## src/rtl/rfm_pkg.sv

```systemverilog
package rfm_pkg;
  typedef enum logic [2:0] {
    MODE_INIT     = 3'd0,
    MODE_NORMAL   = 3'd1,
    MODE_NORM_ABT = 3'd2,
    MODE_RX_ONLY  = 3'd3,
    MODE_SINGLE   = 3'd4,
    MODE_SELFTEST = 3'd5
  } opMode_e;

  typedef struct packed {
    logic capture;  // latch index and DLC
    logic raise;    // match accepted this cycle
  } rfmStrobes_t;

  localparam logic [2:0] TYPE_TX = 3'b000;
endpackage

```

## src/rtl/rfm_datapath.sv

```systemverilog
module rfm_datapath
  import rfm_pkg::*;
#(
  parameter int NumBuf = 8,
  parameter int IdW    = 29,
  localparam int IdxW  = $clog2(NumBuf)
) (
  input  logic                  clk,
  input  logic                  rstN,
  input  logic [IdW-1:0]        rxId,
  input  logic [3:0]            rxDlc,
  input  logic [NumBuf-1:0]     bufAssigned,
  input  logic [3*NumBuf-1:0]   bufType,
  input  logic [NumBuf-1:0]     bufReady,
  input  logic [NumBuf-1:0]     bufRtr,
  input  logic [NumBuf-1:0]     bufTrq,
  input  logic [IdW*NumBuf-1:0] bufId,
  input  rfmStrobes_t           strobes,
  output logic                  anyHit,
  output logic [IdxW-1:0]       matchIdx,
  output logic [3:0]            dlcData
);
  logic [NumBuf-1:0] eligible;
  logic [NumBuf-1:0] hitVec;
  logic [IdxW-1:0]   firstIdx;

  for (genvar g = 0; g < NumBuf; g++) begin : gBuf
    assign eligible[g] = bufAssigned[g]
                       & (bufType[3*g +: 3] == TYPE_TX)
                       & bufReady[g]
                       & ~bufRtr[g]
                       & ~bufTrq[g];
    assign hitVec[g]   = eligible[g] & (bufId[IdW*g +: IdW] == rxId);
  end

  assign anyHit = |hitVec;

  // lowest index wins: scan downward so the last assignment is the lowest
  always_comb begin
    firstIdx = '0;
    for (int i = NumBuf - 1; i >= 0; i--) begin
      if (hitVec[i]) firstIdx = IdxW'(i);
    end
  end

  always_ff @(posedge clk or negedge rstN) begin
    if (!rstN) begin
      matchIdx <= '0;
      dlcData  <= '0;
    end else if (strobes.capture) begin
      matchIdx <= firstIdx;
      dlcData  <= rxDlc;
    end
  end
endmodule

```

## src/rtl/rfm_control.sv

```systemverilog
module rfm_control
  import rfm_pkg::*;
(
  input  logic        clk,
  input  logic        rstN,
  input  logic        rxRemoteValid,
  input  logic [2:0]  opMode,
  input  logic        anyHit,
  input  logic        intClrWr,
  output rfmStrobes_t strobes,
  output logic        dlcWr,
  output logic        dnSet,
  output logic        intPulse,
  output logic        intStatus
);
  logic modeAllowed;
  logic accept;

  always_comb begin
    unique case (opMode)
      MODE_NORMAL, MODE_NORM_ABT, MODE_RX_ONLY,
      MODE_SINGLE, MODE_SELFTEST: modeAllowed = 1'b1;
      default:                    modeAllowed = 1'b0;
    endcase
  end

  assign accept          = rxRemoteValid & modeAllowed & anyHit;
  assign strobes.capture = accept;
  assign strobes.raise   = accept;

  always_ff @(posedge clk or negedge rstN) begin
    if (!rstN) begin
      dlcWr     <= 1'b0;
      dnSet     <= 1'b0;
      intPulse  <= 1'b0;
      intStatus <= 1'b0;
    end else begin
      dlcWr     <= strobes.capture;
      dnSet     <= strobes.capture;
      intPulse  <= strobes.raise;
      intStatus <= strobes.raise | (intStatus & ~intClrWr);
    end
  end
endmodule

```

## src/rtl/remote_frame_matcher.sv

```systemverilog
module remote_frame_matcher
  import rfm_pkg::*;
#(
  parameter int NumBuf = 8,
  parameter int IdW    = 29,
  localparam int IdxW  = $clog2(NumBuf)
) (
  input  logic                  clk,
  input  logic                  rstN,
  input  logic                  rxRemoteValid,
  input  logic [IdW-1:0]        rxId,
  input  logic [3:0]            rxDlc,
  input  logic [2:0]            opMode,
  input  logic [NumBuf-1:0]     bufAssigned,
  input  logic [3*NumBuf-1:0]   bufType,
  input  logic [NumBuf-1:0]     bufReady,
  input  logic [NumBuf-1:0]     bufRtr,
  input  logic [NumBuf-1:0]     bufTrq,
  input  logic [IdW*NumBuf-1:0] bufId,
  input  logic                  intClrWr,
  output logic [IdxW-1:0]       matchIdx,
  output logic [3:0]            dlcData,
  output logic                  dlcWr,
  output logic                  dnSet,
  output logic                  intPulse,
  output logic                  intStatus
);
  rfmStrobes_t strobes;
  logic        anyHit;

  rfm_datapath #(.NumBuf(NumBuf), .IdW(IdW)) u_dp (
    .clk(clk), .rstN(rstN), .rxId(rxId), .rxDlc(rxDlc),
    .bufAssigned(bufAssigned), .bufType(bufType), .bufReady(bufReady),
    .bufRtr(bufRtr), .bufTrq(bufTrq), .bufId(bufId),
    .strobes(strobes), .anyHit(anyHit), .matchIdx(matchIdx), .dlcData(dlcData)
  );

  rfm_control u_ctl (
    .clk(clk), .rstN(rstN), .rxRemoteValid(rxRemoteValid), .opMode(opMode),
    .anyHit(anyHit), .intClrWr(intClrWr), .strobes(strobes),
    .dlcWr(dlcWr), .dnSet(dnSet), .intPulse(intPulse), .intStatus(intStatus)
  );
endmodule

```

## config.mk

```make
export PLATFORM = sky130hd
export DESIGN_NAME = remote_frame_matcher
export DESIGN_NICKNAME = d
export VERILOG_FILES = /design/src/rtl/rfm_pkg.sv /design/src/rtl/rfm_datapath.sv /design/src/rtl/rfm_control.sv /design/src/rtl/remote_frame_matcher.sv
export SDC_FILE = /design/constraint.sdc
export NUM_CORES = 1
export LEC_CHECK = 0
export BUFFER_PORTS_ARGS = -buffer_cell sky130_fd_sc_hd__buf_2
export CAP_MARGIN = 20
export CORE_AREA = 2 2 132 134
export CTS_BUF_LIST = sky130_fd_sc_hd__clkbuf_8 sky130_fd_sc_hd__clkbuf_16
export DETAILED_ROUTE_END_ITERATION = 10
export DIE_AREA = 0 0 134 136
export PLACE_DENSITY = 0.6
export SKIP_CTS_REPAIR_TIMING = 1
export SLEW_MARGIN = 20
export SYNTH_ARGS = -nofsm -noshare
export SYNTH_HDL_FRONTEND = slang
export SYNTH_SLANG_ARGS = --single-unit
```

## constraint.sdc

```tcl
create_clock -name clk -period 2.26 [get_ports clk]
set_clock_uncertainty 0.15 [all_clocks]
set_input_delay 0.339 -clock clk [delete_from_list [all_inputs] [get_ports clk]]
set_output_delay 0.339 -clock clk [all_outputs]
set_load 0.02 [all_outputs]
```

==> results.cfg <==
[synthesis]
synth-xor-area-share_pct = 52.3
syn_area_mm2 = 0.00389
ys_warn_count = 0
synth_top_family_by_area = XOR/XNOR gates
synthCells = 501
yosysTopAreaCell = xor2_1
synthAdderAreaFrac_pct = 0
yosys.area.top_type_share_pct = 29.7
synth-edff-count = 0
synth_area_per_cell_um2 = 7.76
synthSimpleGateAreaFrac_pct = 32.5
synth_ff_type = dfrtp_1
seq_area_frac_synth_pct = 5.80
async_flop_share_pct = 100
muxShareOfSynthArea_pct = 1.80
ys_seq_elements = 9
syn-num-nets = 829
synth_compound_area_share_pct = 3.16
yosysUniqueCellTypes = 34
synth.area.top_cells = xor2_1 (30%), xnor2_1 (23%), nor4_1 (11%)

[critical_path]
path_class = in2reg
end_kind = flop
rrSetupSlack_ns = 1.34
start_kind = primary input
r2r-start = u_dp.dlcData[1]$_DFFE_PN0P_
r2r_cells = 1
worstPathArrival_ns = 2.27
cp_max_fo = 6
regToRegEndpoint = u_dp.dlcData[1]$_DFFE_PN0P_
required_ns = 2.23

[run]
cap_violations = 0

[timing]
rsz0062_at_grt = yes
fmax_mhz = 434
setup_viol_count_final = 4
worst_slack_ns = -0.0422
hold_viol = 0
period_needed_ns = 2.30
tightest_slew_ns = 0.548
period_share_pct = 102
slew_headroom_pct = 63.3
drv_slew = 0

[drt]
firstDrtPassIters = 5
via_per_inst = 4.97
wire_per_inst_um = 22.0
ant_nets = 0
vias = 6001
drtIter0Drc = 406
drt_wl_total_um = 26600
drc = 0

[run_status]
status = finished with violations
violations = negative setup slack

[floorplan]
chipWidth_um = 134
initial_core_util_pct = 23.0
ios = 339
design.die.area_mm2 = 0.0182
core-area_mm2 = 0.0169
fp-row-count = 48
die_h_um = 136

[hold_path]
hold_path_end = u_ctl.intStatus$_DFF_PN0_
hp-start = intClrWr
hold_path_class = in2reg
hold_path_depth = 2

[placed_design]
place.gp.congestion = 0.951
place_ws_ns = -0.488
io_buffers = 338
post-dp-hpwl_um = 22600

[cells_and_area]
fill_cells = 1696
multiInputGateArea_mm2 = 0.00403
layout.cells.most_common = buf_2
area_delta_synth_final_pct = 105
drive_above_1_share_pct = 60.5
final_core_util_pct = 47.3
layout_common_cells = buf_2 (315), buf_4 (154), xor2_1 (120), xnor2_1 (78), nand4_1 (51)
diodes = 0
seq_area_um2 = 225
nets = 1312

[global_route]
grt_pass1_vias = 5942
grt_max_degree = 10
antenna_found_initial = 0
grt_pass1_wl_um = 36000
grt_usage_pct = 27.3
overflow = 0

[clock_network]
cts_sinks = 9
clock_latency_ns = 0.24
cts-buffers-inserted = 3
cts_buffer_depth = 2
htreeDepth = 1
cts-root-buf = clkbuf_16
cts.clk_slew.worst_paths_ns = 0.04
cts_tree = built

[power]
ir_drop_uv = 172
power.density_mw_per_mm2 = 260
power.leakage_nw = 3.75
==> critical path, cell delays in order <==
cell,delay (ns)
buf_2,0.15
xor2_1,0.20
or4b_1,0.53
nor4_1,0.25
nand2_1,0.13
o21ai_2,0.11
o31ai_4,0.10
buf_12,0.17
mux2_4,0.29
==> synth_stat cells, types with 3 or more instances <==
library cell and instances:
xor2_1 132, xnor2_1 100, or4b_1 3, mux2_4 4
or4_1 9, dfrtp_1 9, and3b_1 3, nand3b_1 5
nor2_1 10, nand4b_1 3, nor3_1 17, nand2_1 18
o21ai_0 3, and4_1 4, buf_4 5, buf_2 26
nand4_1 51, nand3_1 8, nor4_1 71
==> kinds of logic after synthesis <==
| group | count (synthesis) |
|---|---|
| xor gates and xnor gates | 232 |
| DFF | 9 |
| buffers and inverters | 33 |
| AOI/OAI and AO/OA | 15 |
| and+or+nand+nor | 207 |
| muxes | 5 |
==> state kept, by name, indices dropped and copies added, names as in the netlist <==
name,cells
u_dp.matchIdx,3
u_dp.dlcData,4
u_ctl.dlcWr,1
u_ctl.intStatus,1
==> stage by stage <==
step	TNS, ns	area (um2)	cells	hold slack [ns]	total power [mW]
2_1_floorplan	-0.0897	3920	501	-0.107	0.727
3_3_place_gp	-3.49	7180	1198	0.0536	1.60
3_5_place_dp	-3.61	7180	1198	0.0632	1.60
4_1_cts	-1.48	7260	1202	-0.191	1.93
5_1_grt	-0.504	7980	1208	0.133	2.18
6_report	-0.163	7980	1208	0.121	2.08
==> power by group <==
group	switching (mW)	leakage (nW)	internal (mW)
clock network	0.0874	0.0423	0.232
registers	0.000000000575	0.121	0.162
logic	0.771	3.59	0.827
==> worst max-delay path by stage <==
stage / depth (start not counted) / endpoint / startpoint
floorplan: 8 / u_dp.dlcData[0]$_DFFE_PN0P_ / rxId[24]
global placement: 9 / u_dp.matchIdx[0]$_DFFE_PN0P_ / bufType[1]
detailed placement: 9 / u_dp.matchIdx[0]$_DFFE_PN0P_ / bufType[1]
CTS: 9 / u_dp.matchIdx[0]$_DFFE_PN0P_ / bufType[1]
global route: 10 / u_dp.matchIdx[2]$_DFFE_PN0P_ / rxId[5]
finish: 9 / u_dp.dlcData[1]$_DFFE_PN0P_ / rxId[18]
==> area by class of cell <==
type                    count  area share, %
clock buffers               3          0.941
inverters                   2         0.0941
well taps                 225           3.53
flip-flops and latches      9           2.82
repair buffers            509           42.0
multi-input cells         459           50.5
clock inverters             1         0.0470
==> metal layers <==
metal / up-vias / GRT usage [%] / part of all wire, %
met1: 2777 / 34.3 / 41
met2: 370 / 48.3 / 48
met3: 61 / 3.95 / 7.9
li1: 2793 / - / -
met5: - / 0 / 0
met4: 0 / 7.86 / 3.5
No activity file was read; power rests on OpenSTA's default activity.
